--- src/rtl/led_drv_pkg.sv ---
package led_drv_pkg;

  typedef enum logic [3:0] {
    MODE_RSV0      = 4'b0000,
    MODE_TX        = 4'b0001,
    MODE_RX        = 4'b0010,
    MODE_COL       = 4'b0011,
    MODE_LINK      = 4'b0100,
    MODE_DPX       = 4'b0101,
    MODE_RSV6      = 4'b0110,
    MODE_TXRX      = 4'b0111,
    MODE_ON        = 4'b1000,
    MODE_OFF       = 4'b1001,
    MODE_FAST      = 4'b1010,
    MODE_SLOW      = 4'b1011,
    MODE_LINK_RX   = 4'b1100,
    MODE_LINK_TXRX = 4'b1101,
    MODE_DPX_COL   = 4'b1110,
    MODE_RSV15     = 4'b1111
  } led_mode_e;

  typedef struct packed {
    logic link;
    logic duplex;
    logic tx;
    logic rx;
    logic col;
  } net_status_t;

  // Suggested power-up control word: pin0 collision, pin1 receive, medium length, stretch on
  localparam logic [15:0] CTRL_POWERUP = 16'h3326;

  // Event that feeds a pin's stretch timer for a given mode
  function automatic logic mode_event(led_mode_e m, net_status_t s);
    case (m)
      MODE_TX:                   return s.tx;
      MODE_RX, MODE_LINK_RX:     return s.rx;
      MODE_COL, MODE_DPX_COL:    return s.col;
      MODE_TXRX, MODE_LINK_TXRX: return s.tx | s.rx;
      default:                   return 1'b0;
    endcase
  endfunction

endpackage

--- src/rtl/led_blink_gen.sv ---
module led_blink_gen #(
  parameter int unsigned FAST_LOG2 = 21,
  parameter int unsigned SLOW_LOG2 = 23
) (
  input  logic clk,
  input  logic rst,
  output logic blink_fast,
  output logic blink_slow
);
  localparam int unsigned CW = SLOW_LOG2 + 1;

  logic [CW-1:0] cnt;

  always_ff @(posedge clk) begin
    if (rst) cnt <= '0;
    else     cnt <= cnt + CW'(1);
  end

  assign blink_fast = cnt[FAST_LOG2];
  assign blink_slow = cnt[SLOW_LOG2];

  // each phase flips right after its lower counter bits wrap
  assert_fast_toggle_R9: assert property (@(posedge clk) disable iff (rst)
    (&cnt[FAST_LOG2-1:0]) |=> (blink_fast != $past(blink_fast)));
  assert_slow_toggle_R9: assert property (@(posedge clk) disable iff (rst)
    (&cnt[SLOW_LOG2-1:0]) |=> (blink_slow != $past(blink_slow)));

endmodule

--- src/rtl/led_stretch.sv ---
module led_stretch #(
  parameter int unsigned STRETCH_SHORT = 1000000,
  parameter int unsigned STRETCH_MED   = 1750000,
  parameter int unsigned STRETCH_LONG  = 3500000
) (
  input  logic       clk,
  input  logic       rst,
  input  logic       evt,
  input  logic [1:0] len_sel,
  output logic       active
);
  localparam int unsigned TW = $clog2(STRETCH_LONG + 1);

  logic [TW-1:0] timer;
  logic [TW-1:0] len_val;

  always_comb begin
    case (len_sel)
      2'b00:   len_val = TW'(STRETCH_SHORT);
      2'b01:   len_val = TW'(STRETCH_MED);
      default: len_val = TW'(STRETCH_LONG);
    endcase
  end

  // Every event reloads the full length, so a burst keeps the stretch alive
  always_ff @(posedge clk) begin
    if (rst)                timer <= '0;
    else if (evt)           timer <= len_val;
    else if (timer != '0)   timer <= timer - TW'(1);
  end

  assign active = evt | (timer != '0);

  // the cycle after an event ends is still covered by the stretch
  assert_hold_after_fall_R5: assert property (@(posedge clk) disable iff (rst)
    (!$past(rst) && $fell(evt)) |-> active);
  // reloads never push the timer past the longest length
  assert_timer_bound_R6: assert property (@(posedge clk) disable iff (rst)
    timer <= TW'(STRETCH_LONG));

endmodule

--- src/rtl/led_pin.sv ---
module led_pin
  import led_drv_pkg::*;
#(
  parameter int unsigned STRETCH_SHORT = 1000000,
  parameter int unsigned STRETCH_MED   = 1750000,
  parameter int unsigned STRETCH_LONG  = 3500000
) (
  input  logic        clk,
  input  logic        rst,
  input  logic [3:0]  mode,
  input  net_status_t st,
  input  logic        stretch_en,
  input  logic [1:0]  len_sel,
  input  logic        blink_fast,
  input  logic        blink_slow,
  input  logic        pol,
  input  logic        rst_level,
  output logic        led_drv
);
  led_mode_e m;
  logic      evt;
  logic      str_act;
  logic      lit;

  assign m   = led_mode_e'(mode);
  assign evt = mode_event(m, st);

  led_stretch #(
    .STRETCH_SHORT(STRETCH_SHORT),
    .STRETCH_MED  (STRETCH_MED),
    .STRETCH_LONG (STRETCH_LONG)
  ) u_stretch (
    .clk    (clk),
    .rst    (rst),
    .evt    (evt),
    .len_sel(len_sel),
    .active (str_act)
  );

  always_comb begin
    case (m)
      MODE_TX, MODE_RX, MODE_COL, MODE_TXRX: lit = stretch_en ? str_act : evt;
      MODE_LINK:                             lit = st.link;
      MODE_DPX:                              lit = st.duplex;
      MODE_ON:                               lit = 1'b1;
      MODE_FAST:                             lit = blink_fast;
      MODE_SLOW:                             lit = blink_slow;
      MODE_LINK_RX, MODE_LINK_TXRX:          lit = st.link & ~str_act;
      MODE_DPX_COL:                          lit = st.duplex ^ str_act;
      default:                               lit = 1'b0;
    endcase
  end

  always_ff @(posedge clk) begin
    if (rst) led_drv <= rst_level;
    else     led_drv <= lit ^ pol;
  end

  // forced-on mode drives the lit level on the next edge
  assert_force_on_R3: assert property (@(posedge clk) disable iff (rst)
    (m == MODE_ON) |=> (led_drv == ~pol));
  // off and reserved codes drive the dark level on the next edge
  assert_force_off_R3: assert property (@(posedge clk) disable iff (rst)
    (m == MODE_OFF || m == MODE_RSV0 || m == MODE_RSV6 || m == MODE_RSV15)
    |=> (led_drv == pol));

endmodule

--- src/rtl/led_status_drv.sv ---
module led_status_drv
  import led_drv_pkg::*;
#(
  parameter int unsigned STRETCH_SHORT = 1000000,
  parameter int unsigned STRETCH_MED   = 1750000,
  parameter int unsigned STRETCH_LONG  = 3500000,
  parameter int unsigned FAST_LOG2     = 21,
  parameter int unsigned SLOW_LOG2     = 23,
  parameter int unsigned NUM_PINS      = 2
) (
  input  logic                clk,
  input  logic                rst,
  input  logic                link_up,
  input  logic                full_duplex,
  input  logic                tx_act,
  input  logic                rx_act,
  input  logic                collision,
  input  logic [NUM_PINS-1:0] pin_sense,
  input  logic [15:0]         ctrl,
  output logic [NUM_PINS-1:0] led_out,
  output logic                duplex_default
);
  localparam int unsigned MODE_W = 4;

  net_status_t         st;
  logic [NUM_PINS-1:0] pol_q;
  logic                blink_fast;
  logic                blink_slow;
  logic [1:0]          len_sel;
  logic                stretch_en;
  logic                unused_ctrl;

  assign st          = '{link: link_up, duplex: full_duplex, tx: tx_act,
                         rx: rx_act, col: collision};
  assign len_sel     = ctrl[3:2];
  assign stretch_en  = ctrl[1];
  assign unused_ctrl = ^{ctrl[15:12], ctrl[0]};

  // Wiring is sampled only while reset is held
  always_ff @(posedge clk) begin
    if (rst) begin
      pol_q          <= pin_sense;
      duplex_default <= pin_sense[NUM_PINS-1];
    end
  end

  led_blink_gen #(
    .FAST_LOG2(FAST_LOG2),
    .SLOW_LOG2(SLOW_LOG2)
  ) u_blink (
    .clk       (clk),
    .rst       (rst),
    .blink_fast(blink_fast),
    .blink_slow(blink_slow)
  );

  // Pin 0 takes the highest mode nibble, later pins the next lower ones
  for (genvar p = 0; p < NUM_PINS; p++) begin : g_pin
    localparam int unsigned LSB = 4 + MODE_W * (NUM_PINS - 1 - p);
    led_pin #(
      .STRETCH_SHORT(STRETCH_SHORT),
      .STRETCH_MED  (STRETCH_MED),
      .STRETCH_LONG (STRETCH_LONG)
    ) u_pin (
      .clk       (clk),
      .rst       (rst),
      .mode      (ctrl[LSB +: MODE_W]),
      .st        (st),
      .stretch_en(stretch_en),
      .len_sel   (len_sel),
      .blink_fast(blink_fast),
      .blink_slow(blink_slow),
      .pol       (pol_q[p]),
      .rst_level (pin_sense[p]),
      .led_drv   (led_out[p])
    );
  end

  // the sampled polarity holds once reset is released
  assert_pol_hold_R10: assert property (@(posedge clk) disable iff (rst)
    !rst |=> $stable(pol_q));
  // the duplex default agrees with the latched second-pin wiring
  assert_dup_default_R11: assert property (@(posedge clk) disable iff (rst)
    !rst |=> (duplex_default == pol_q[NUM_PINS-1]) && $stable(duplex_default));

endmodule

--- config.mk ---
export PLATFORM = sky130hd
export DESIGN_NAME = led_status_drv
export DESIGN_NICKNAME = d
export VERILOG_FILES = /design/src/rtl/led_drv_pkg.sv /design/src/rtl/led_blink_gen.sv /design/src/rtl/led_stretch.sv /design/src/rtl/led_pin.sv /design/src/rtl/led_status_drv.sv
export SDC_FILE = /design/constraint.sdc
export NUM_CORES = 1
export LEC_CHECK = 0
export ABC_CLOCK_PERIOD_IN_PS = 7500
export BUFFER_PORTS_ARGS = -buffer_cell sky130_fd_sc_hd__buf_2
export CORE_MARGIN = 5
export CORE_UTILIZATION = 33
export DETAILED_ROUTE_END_ITERATION = 10
export SYNTH_ARGS = -nofsm -noshare
export SYNTH_HDL_FRONTEND = slang
export SYNTH_SLANG_ARGS = --single-unit
--- constraint.sdc ---
create_clock -name clk -period 7.5 [get_ports clk]
set_clock_uncertainty 0.05 [all_clocks]
set_input_delay 1.125 -clock clk [delete_from_list [all_inputs] [get_ports clk]]
set_output_delay 1.125 -clock clk [all_outputs]
set_load 0.01 [all_outputs]
Yosys cells after proc, flatten, opt, wreduce, memory -nomap -nowiden:

Cells that the tools add are included.

* reductions and logical operators: 15
* equality and inequality tests: 25
* bitwise gates (word level): 11
* add/subtract/negate cells: 3
* multiplexer cells: 13

Operator list (number)
* 22-bit two-way mux: 4
* 4-bit equality test (second input constant): 12
* 22-bit case mux with 2 select lines: 1
* 22-bit nonzero test: 2
* 22-bit by 1-bit subtractor with 22-bit output (second input constant): 2
* 24-bit by 1-bit adder with 24-bit output (second input constant): 1
* 4-bit by 3-bit equality test with 1-bit output (second input constant): 6
* 4-bit by 2-bit equality test with 1-bit output (second input constant): 4
* 1-bit case mux with 8 select lines: 2
* 2-bit OR reduction: 8
* 4-bit by 1-bit equality test with 1-bit output (second input constant): 2
* 1-bit case mux with 4 select lines: 2
* 4-bit OR reduction: 2
* 1-bit two-way mux: 4
* 2-bit nonzero test: 2
* 1-bit bitwise XOR: 4
* 1-bit bitwise OR: 3
* 1-bit bitwise AND: 2
* 2-bit by 1-bit equality test with 1-bit output (second input constant): 1
* 2-bit logical NOT: 1
* 1-bit NOT: 2

* register bits after elaboration: 73
* logic and storage cells: 74
* output and inout bits: 3

Depth between registers and ports, before layout:

Gate-level depths: netlist (run 1).

* depth after elaboration: 9
* gate-level depth with buffers: 9
* mapped depth without buffers: 9

By module:

Synthesis (run 1) repeated with hierarchy kept, for this count alone.

* cell total of the unflattened synthesis: 464
* area total of the unflattened synthesis: 4011.3 µm²

Modules (own cells, without submodules)
* led_stretch: times used 2, seq. area each 440.4 µm², area each 1126.1 µm², cells each 132
* led_blink_gen: times used 1, seq. area each 480.5 µm², area each 1071.0 µm², cells each 120
* led_pin: times used 2, seq. area each 20.0 µm², area each 314.1 µm², cells each 39
* led_status_drv: times used 1, seq. area each 60.1 µm², area each 60.1 µm², cells each 2

Worst setup path before layout (run 1):

OpenSTA, ideal clock, no wires.

* kind: in2reg
* start point: in ctrl[9]
* end point: reg g_pin[0].u_pin.led_drv
* path slack: 4544 ps
* cell stages on the path: 8
* library setup time: 139 ps
* arrival time: 2767 ps
* buffers on the path: 1
* cells stage by stage: clkbuf_1 -> mux2_2 -> nand3_1 -> nand4_2 -> a21oi_1 -> o31ai_1 -> a2111oi_2 -> a211oi_1

* word-level cells in the longest chain between the ends: 9
* elaborated cells between the ends (all ways): 26
* classes of those cells: eq/ne (12); mux (4); bitwise (5); reduce/logical (5)

RTL lines
* start, declared: line led_status_drv.sv:19 `input logic [15:0] ctrl,`
* 4-bit by 3-bit equality test with 1-bit output, or another cell as far along: line led_drv_pkg.sv:35, led_pin.sv:41
* 2-bit OR reduction: line led_drv_pkg.sv:35 `case (m)`
* 1-bit case mux with 4 select lines: line led_drv_pkg.sv:35
* 1-bit bitwise OR: line led_stretch.sv:32 `assign active = evt | (timer != '0);`
* 1-bit NOT: line led_pin.sv:48 `MODE_LINK_RX, MODE_LINK_TXRX: lit = st.link & ~str_act;`
* 1-bit bitwise AND: line led_pin.sv:48
* 1-bit case mux with 8 select lines (*): line led_pin.sv:41 `case (m)`
* 1-bit bitwise XOR (*): line led_pin.sv:56 `else led_drv <= lit ^ pol;`
* 1-bit two-way mux (*): line led_pin.sv:55 `if (rst) led_drv <= rst_level;`
* end signal, assigned: line led_pin.sv:55
* end signal, assigned: line led_pin.sv:56
* end, declared: line led_pin.sv:18 `output logic led_drv`

Every way passes the cells marked *; elsewhere a longest branch is shown, timed or not.
A chain may end at the register's enable or synchronous reset.

Worst setup path after layout (run 1):

* start point: reg g_pin[0].u_pin.u_stretch.timer[8]
* end point: reg g_pin[0].u_pin.u_stretch.timer[19]

* word-level cells in the longest chain between the ends: 3
* elaborated cells between the ends (all ways): 5
* classes of those cells: add/sub (1); mux (2); reduce/logical (2)

RTL lines
* start, declared: line led_stretch.sv:14 `logic [TW-1:0] timer;`
* start signal, assigned: line led_stretch.sv:28 `else if (evt) timer <= len_val;`
* start signal, assigned: line led_stretch.sv:29 `else if (timer != '0) timer <= timer - TW'(1);`
* 22-bit by 1-bit subtractor with 22-bit output: line led_stretch.sv:29
* 22-bit two-way mux: line led_stretch.sv:29
* 22-bit two-way mux: line led_stretch.sv:28

Several ways; a longest one is shown, not always the timed one. The select of a mux whose other input is x is not followed.

==> results of run 1 <==
per-layer routing:
layer,GRT usage (%),vias to the layer above,wire (um)
li1,-,1644,-
met1,16.5,1511,3940
met2,22.1,55,4050
met3,4.73,6,357
met4,4.82,0,114
met5,0,-,0
cells by family after synthesis:
family / after synthesis
and+or+nand+nor: 218
DFF: 72
muxes: 4
buffers and inverters: 29
xor gates and xnor gates: 60
adders and majority gates: 5
AOI/OAI and AO/OA: 72
state kept, by name, summed over array words and instances (netlist names):
signal,cells
u_blink.cnt,24
g_pin.u_pin.u_stretch.timer,44
duplex_default,1
g_pin.u_pin.led_drv,2
pol_q,1
worst max-delay path, stage by stage (launching register included):
cell,delay (ns)
dfxtp_1,0.35
or4_4,0.57
or4_1,0.52
nor4_1,0.96
nor2_1,0.42
nand2b_1,0.18
a21oi_1,0.08
layout make-up:
cell class / instances / area, sq um
clock buffer: 14 / 274
clock inverter: 2 / 11.3
fill: 1202 / 7050
inverter: 10 / 37.5
multi-input combinational: 359 / 2200
sequential: 72 / 1460
tap: 143 / 179
timing repair buffer: 22 / 110
layout by cell type, fill, tap and decap left out, drive strengths merged, types with 3 or more instances in the layout:
| cell | count |
|---|---|
| nand4 | 8 |
| buf | 22 |
| inv | 11 |
| xor2 | 38 |
| nand2 | 48 |
| and2 | 3 |
| dfxtp | 70 |
| a211oi | 3 |
| nand3 | 13 |
| nand4b | 4 |
| and4 | 4 |
| clkbuf | 14 |
| ha | 5 |
| a21oi | 44 |
| nor4 | 8 |
| nand2b | 6 |
| or4 | 8 |
| nor2 | 61 |
| xnor2 | 22 |
| o21ai | 6 |
| and3 | 9 |
| or3 | 5 |
| nor3 | 21 |
| nor2b | 10 |
power by group:
| group | total (mW) | switching, mW | internal, mW |
|---|---|---|---|
| Sequential | 0.511 | 0.0610 | 0.450 |
| Combinational | 0.369 | 0.206 | 0.163 |
| Clock | 0.407 | 0.156 | 0.251 |
final timing paths:
path	startpoint	end	slack, ns	cells after the start
min reg2reg	u_blink.cnt[0]	u_blink.cnt[0]	0.39	1
max reg2reg	g_pin[0].u_pin.u_stretch.timer[8]	g_pin[0].u_pin.u_stretch.timer[19]	4.20	6
max	g_pin[0].u_pin.u_stretch.timer[8]	g_pin[0].u_pin.u_stretch.timer[19]	4.20	6
min	u_blink.cnt[0]	u_blink.cnt[0]	0.39	1
metrics by stage:
| stage | hold WS (ns) | worst slack (ns) | instances |
|---|---|---|---|
| detailed placement | 0.381 | 4.23 | 606 |
| global placement | 0.374 | 4.27 | 606 |
| CTS | 0.390 | 4.18 | 622 |
| floorplan | 0.363 | 4.54 | 460 |
| global route | 0.439 | 3.96 | 622 |
| finish | 0.390 | 4.20 | 622 |
==> metrics.md, run 1 <==
| Metric | Value |
|---|---|
| Worst-path clk slew | 0.06 ns |
| Largest net degree at the start of global routing | 52 |
| IO Port Bufs | 22 |
| Vias per cell | 5.17 |
| Gr usage total | 13.5% |
| Die area | 13,700 sq um |
| GPL Wtd Cong | 0.895 |
| Most frequent cells after synthesis | dfxtp_1 (70), nor2_1 (60), nand2_1 (48) |
| CORE AREA | 11,300 sq um |
| Mapped Cells | 460 |
| CTS tree | yes |
| CTS max path bufs | 2 |
| Inserted Diodes | 0 |
| PD cells | 301 nW/um^2 |
| Worst Hold Class | flop to flop |
| Share of cells above drive strength 1 | 9.81% |
| Final Routed Wirelength | 8.46 mm |
| Post-Syn Nets | 490 |
| Overall Power | 1.29 mW |
| Crit share post-route | 44.0% |
| WL/cell | 13.6 um |
| Die height | 117 um |
| RSZ-0062 raised after global routing | no |
| Setup crit start kind | flop |
| Hpwl dp | 6.09 mm |
| Mapped Area | 3780 sq um |
| Root Driver | clkbuf_16 |
| Async set-reset flop share out of synthesis | 0% |
| Critical path arrival | 3.42 ns |
| # IOs | 28 |
| Remaining antenna violation count after routing | 0 |
| Register area share after synthesis | 38.6% |
| F_max | 0.303 GHz |
| Post-CTS Setup Bufs | 0 |
| DP Area | 3990 sq um |
| Max-cap violations | 0 |
| NumNets Final | 504 |
| Hold Fails Final Rpt | 0 |
| Resize count post-CTS | 0 |
| Largest family of logic cells by synthesized area | simple AND/OR/NAND/NOR gates |
| Slew Viols, Final | 0 |
| WS Path Type | flop to flop |
| Final Setup Violations | 0 |
| Leakage power | 1.67 nW |
| Global-route wire length before repair | 14.6 mm |
| Via count | 3,216 |
| Num rows | 39 |
| Post-synth top area share | 37.0% |
| Synth Area in Compound Gates | 11.6% |
| DRC Markers | 0 |
| Simple-gate area share of the yosys netlist | 29.9% |
| Antenna violations before repair | 0 |
| Critical Path Fanout Max | 10 |
| Distinct cells, synth | 55 |
| Vias in the first global route | 3,098 |
| Actual slew at the worst max-slew pin | 1.10 ns |
| Clk Latency, worst-skew pair | 0.33 ns |
| Final Util | 37.7% |
| Synth Area in XOR/XNOR | 13.9% |
| Sum Neg Setup Slack | 0 ns |
| Clk sinks | 72 |
| H-tree depth | 3 |
| Period minus WS final | 3.30 ns |
| Type of destination of the critical path | flop |
| Mux cell area share after synthesis | 1.12% |
| Cell taking the most area after synthesis | dfxtp_1 |
| Post-synth top flop | dfxtp_1 |
| Max-slew headroom | 26.2% |
| Post-synth EDFFs | 2 |
| Area Overhead vs Synth | 12.9% |
| Synthesized flop and latch total | 72 |
| Outcome | finished clean |
| Initial core utilization | 33.4% |
| Synth area leaders | dfxtp_1 (37%), xor2_1 (8.8%), nor2_1 (6.0%), a21oi_1 (5.8%), xnor2_1 (5.1%) |
| VDD IR max | 0.000157 V |
| First drt pass iteration count | 4 |
| Req. time, crit path | 7.62 ns |
| CTS Buf Count | 9 |
| Cell with the most instances after synthesis | dfxtp_1 |
| Post-Synth Adder-Cell Area | 1.65% |
| Final instance area | 4270 sq um |
| Hold buffers post-CTS | 0 |
| Remaining Overflow, GRT | 0 |
| Yosys warning count | 0 |
| Die width | 117 um |
| DRT iter0 DRCs | 250 |
| Mean Syn Cell Area | 8.23 sq um |
Note: power is estimated with default switching activity, not from simulation.
==> inputs of run 2 (changes only) <==
--- a/config.mk
+++ b/config.mk
@@ -5,7 +5,8 @@
 export SDC_FILE = /design/constraint.sdc
 export NUM_CORES = 1
 export LEC_CHECK = 0
-export ABC_CLOCK_PERIOD_IN_PS = 7500
+export ABC_AREA = 1
+export ABC_CLOCK_PERIOD_IN_PS = 3000
 export BUFFER_PORTS_ARGS = -buffer_cell sky130_fd_sc_hd__buf_2
 export CORE_MARGIN = 5
 export CORE_UTILIZATION = 33
==> constraint.sdc (replaced) <==
create_clock -name clk -period 3 [get_ports clk]
set_clock_uncertainty 0.05 [all_clocks]
set_input_delay 0.45 -clock clk [delete_from_list [all_inputs] [get_ports clk]]
set_output_delay 0.45 -clock clk [all_outputs]
set_load 0.01 [all_outputs]
==> run 2 against run 1 <==
Against the previous run:
- flip-flop and latch count stayed put
- first-iteration DRC count is 4.4% higher
- routed wire length is 19% higher
- final cell count is 33% higher
- largest cell class unchanged
- via count is 23% higher
- fmax is 71% higher
- critical endpoint is now u_blink.cnt[18]
- critical path depth is 6 higher
- combinational power grew to 3.8 times the previous value
- synthesized cell count is 35% higher
- die area is 15% higher
- critical path type unchanged
- core utilization is 0.064 points lower
- register-to-register slack worse by 3.1 ns
==> metrics.md, run 2 <==
| Metric | Value |
|---|---|
| Actual slew at the worst max-slew pin | 0.803 ns (-0.293 ns) |
| Critical Path Fanout Max | 3 (-7) |
| WS Path Type | flop to flop |
| Die width | 126 um (+7.3%) |
| CORE AREA | 13,200 sq um (+17%) |
| Yosys warning count | 0 (unchanged) |
| Most frequent cells in the layout | nand2_1 (131), inv_1 (72), dfxtp_1 (70), nor2_1 (67), a21oi_1 (39) |
| Mux cell area share after synthesis | 0% (-1.1 points) |
| Clk Latency, worst-skew pair | 0.35 ns (+0.02 ns) |
| Clk sinks | 72 (unchanged) |
| Worst-path clk slew | 0.05 ns (about the same) |
| RSZ-0062 raised after global routing | no |
| Met3 global-route usage | 5.12% (+0.39 points) |
| Final Routed Wirelength | 10.1 mm (+19%) |
| IO Port Bufs | 22 (unchanged) |
| Final WS setup | 1.07 ns (-3.13 ns) |
| CTS Buf Count | 9 (unchanged) |
| Type of destination of the critical path | flop |
| Max-slew headroom | 46.4% (+20 points) |
| Final Util | 37.7% (-0.064 points) |
| Leakage power | 2.15 nW (+29%) |
| Worst hold path cell count | 1 (unchanged) |
| Simple-gate area share of the yosys netlist | 37.9% (+8.1 points) |
| Final std cells w/o fill | 826 (+33%) |
| Outcome | finished clean |
| Final Setup Violations | 0 (unchanged) |
| Dpl cells | 810 (+34%) |
| Max-cap violations | 0 (unchanged) |
| Sum Neg Setup Slack | 0 ns (unchanged) |
| Via count | 3,940 (+23%) |
| Inserted Diodes | 0 (unchanged) |
| WL/cell | 12.2 um (-10%) |
| Remaining Overflow, GRT | 0 (unchanged) |
| Async set-reset flop share out of synthesis | 0% (unchanged) |
| Post-place setup slack | 0.810 ns (-3.42 ns) |
| Largest net degree at the start of global routing | 27 (-48%) |
| VDD IR max | 0.000389 V (+150%) |
| Register area share after synthesis | 33.1% (-5.5 points) |
| RR Endpoint | u_blink.cnt[18] |
| CTS tree | yes |
| Commonest non-fill, non-tap cell in the layout | nand2_1 |
| Biggest register | g_pin.u_pin.u_stretch.timer |
| Post-synth top area share | 31.7% (-5.3 points) |
| Initial core utilization | 33.5% (+0.043 points) |
| Grt met2 use | 21.9% (-0.25 points) |
| Max reg flops | 44 (unchanged) |
| Die area | 15,800 sq um (+15%) |
| Worst Hold Class | input port to flop |
| FF-to-FF path depth | 12 (+6) |
| Post-CTS Setup Bufs | 0 (unchanged) |
| F_max | 0.518 GHz (+71%) |
| Critical path arrival | 2.11 ns (-1.31 ns) |
| Most frequent cells after synthesis | nand2_1 (131), inv_1 (72), dfxtp_1 (70) |
| Hold endpoint | duplex_default |
| Distinct cells, synth | 49 (-11%) |
| Met1 usage | 16.7% (+0.15 points) |
| Crit share post-route | 64.3% (+20 points) |
| GPL Wtd Cong | 0.874 (-2.2%) |
| Synth Area in XOR/XNOR | 6.35% (-7.5 points) |
| PD cells | 756 nW/um^2 (+150%) |
| # IOs | 28 (unchanged) |
| Setup crit start kind | flop |
| Synth area leaders | dfxtp_1 (32%), nand2_1 (11%), inv_1 (6.1%), nor2_1 (5.7%), a21oi_1 (4.4%) |
| DRT iter0 DRCs | 261 (+4.4%) |
| Post-Syn Nets | 652 (+33%) |
| Hpwl dp | 7.51 mm (+23%) |
| Remaining antenna violation count after routing | 0 (unchanged) |
| GRT Max-Usage Layer | met2 |
| H-tree depth | 3 (unchanged) |
| Period minus WS final | 1.93 ns (-1.37 ns) |
| Vias per cell | 4.77 (-7.7%) |
| R2R Setup Slk | 1.07 ns (-3.13 ns) |
| Slew Viols, Final | 0 (unchanged) |
| Post-Synth Adder-Cell Area | 1.42% (-0.24 points) |
| Mapped Cells | 622 (+35%) |
| Largest regs | g_pin.u_pin.u_stretch.timer: 44 flops, u_blink.cnt: 24 flops, g_pin.u_pin.led_drv: 2 flops |
| Synth Area in Compound Gates | 12.8% (+1.2 points) |
| Post-synth top flop | dfxtp_1 |
| DRC Markers | 0 (unchanged) |
| Gr usage total | 13.5% (-0.065 points) |
| Cell taking the most area after synthesis | dfxtp_1 |
| First drt pass iteration count | 5 (+1) |
| Worst Hold Launch | pin_sense[1] |
| CTS max path bufs | 2 (unchanged) |
| Area Overhead vs Synth | 12.5% |
| Synthesized flop and latch total | 72 (unchanged) |
| Mapped Area | 4420 sq um (+17%) |
| Hold buffers post-CTS | 0 (unchanged) |
| Req. time, crit path | 3.18 ns (-4.44 ns) |
| Global-route wire length before repair | 17.5 mm (+19%) |
| Antenna violations before repair | 0 (unchanged) |
| Root Driver | clkbuf_16 |
| Hold Fails Final Rpt | 0 (unchanged) |
| RR Startpoint | u_blink.cnt[0] |
| Share of cells above drive strength 1 | 17.2% (+7.4 points) |
| Largest family of logic cells by synthesized area | simple AND/OR/NAND/NOR gates |
| Mean Syn Cell Area | 7.10 sq um (-14%) |
| Post-synth EDFFs | 2 (unchanged) |
| Resize count post-CTS | 0 (unchanged) |
| Cell with the most instances after synthesis | nand2_1 |
| Num rows | 42 (+7.7%) |
| NumNets Final | 675 (+34%) |
| Die height | 126 um (+7.3%) |
| Vias in the first global route | 3,751 (+21%) |
-- run 2: power by group --
group | internal [mW] | switching [mW]
Sequential | 1.14 | 0.182
Combinational | 0.531 | 0.876
Clock | 0.623 | 0.403
-- run 2: cell type report --
type	instances	area, sq um
fill	1342	8220
multi-input combinational	462	2580
sequential	72	1460
inverter	77	304
clock buffer	13	270
tap	176	220
timing repair buffer	23	118
clock inverter	3	15.0
-- run 2: kinds of logic after synthesis --
logic type,Yosys count
flip-flops,72
AO/OA/AOI/OAI,95
adder cells (fa/ha/maj),5
buffers and inverters,88
XOR/XNOR,32
AND/OR/NAND/NOR,330
-- run 2: worst max-delay path by stage --
stage | startpoint | endpoint | cells past startpoint | slack (ns)
floorplan | u_blink.cnt[0] | u_blink.cnt[18] | 12 | 1.31
global placement | ctrl[9] | g_pin[0].u_pin.u_stretch.timer[16] | 14 | 0.82
detailed placement | ctrl[9] | g_pin[0].u_pin.u_stretch.timer[7] | 13 | 0.81
CTS | u_blink.cnt[0] | u_blink.cnt[18] | 12 | 1.07
global route | ctrl[9] | g_pin[0].u_pin.u_stretch.timer[16] | 14 | 0.91
finish | u_blink.cnt[0] | u_blink.cnt[18] | 12 | 1.07
-- run 2: metal layers --
metal | up-vias | routed length, um
li1 | 2076 | -
met1 | 1798 | 4730
met4 | 0 | 97
met3 | 7 | 435
met5 | - | 0
met2 | 59 | 4810
-- run 2: metrics by stage --
stage,hold slack [ns],area (sq um),total power [mW]
after global routing,0.242,4970,4.06
final,0.256,4970,3.76
after detailed placement,0.394,4680,2.74
after floorplan,0.368,4420,2.47
after global placement,0.379,4680,2.71
after CTS,0.244,4970,3.79
-- run 2: critical path, stage by stage, from the launching register on --
cell and delay, ns:
dfxtp_1 0.36, ha_1 0.21, nand3_2 0.10, nor2_1 0.09, nand2_1 0.10, nor2_2 0.12, nand2_1 0.10, nor2_2 0.12
nand3_2 0.11, nor3_2 0.17, nand2_1 0.09, o21ai_0 0.16, nor2_1 0.05
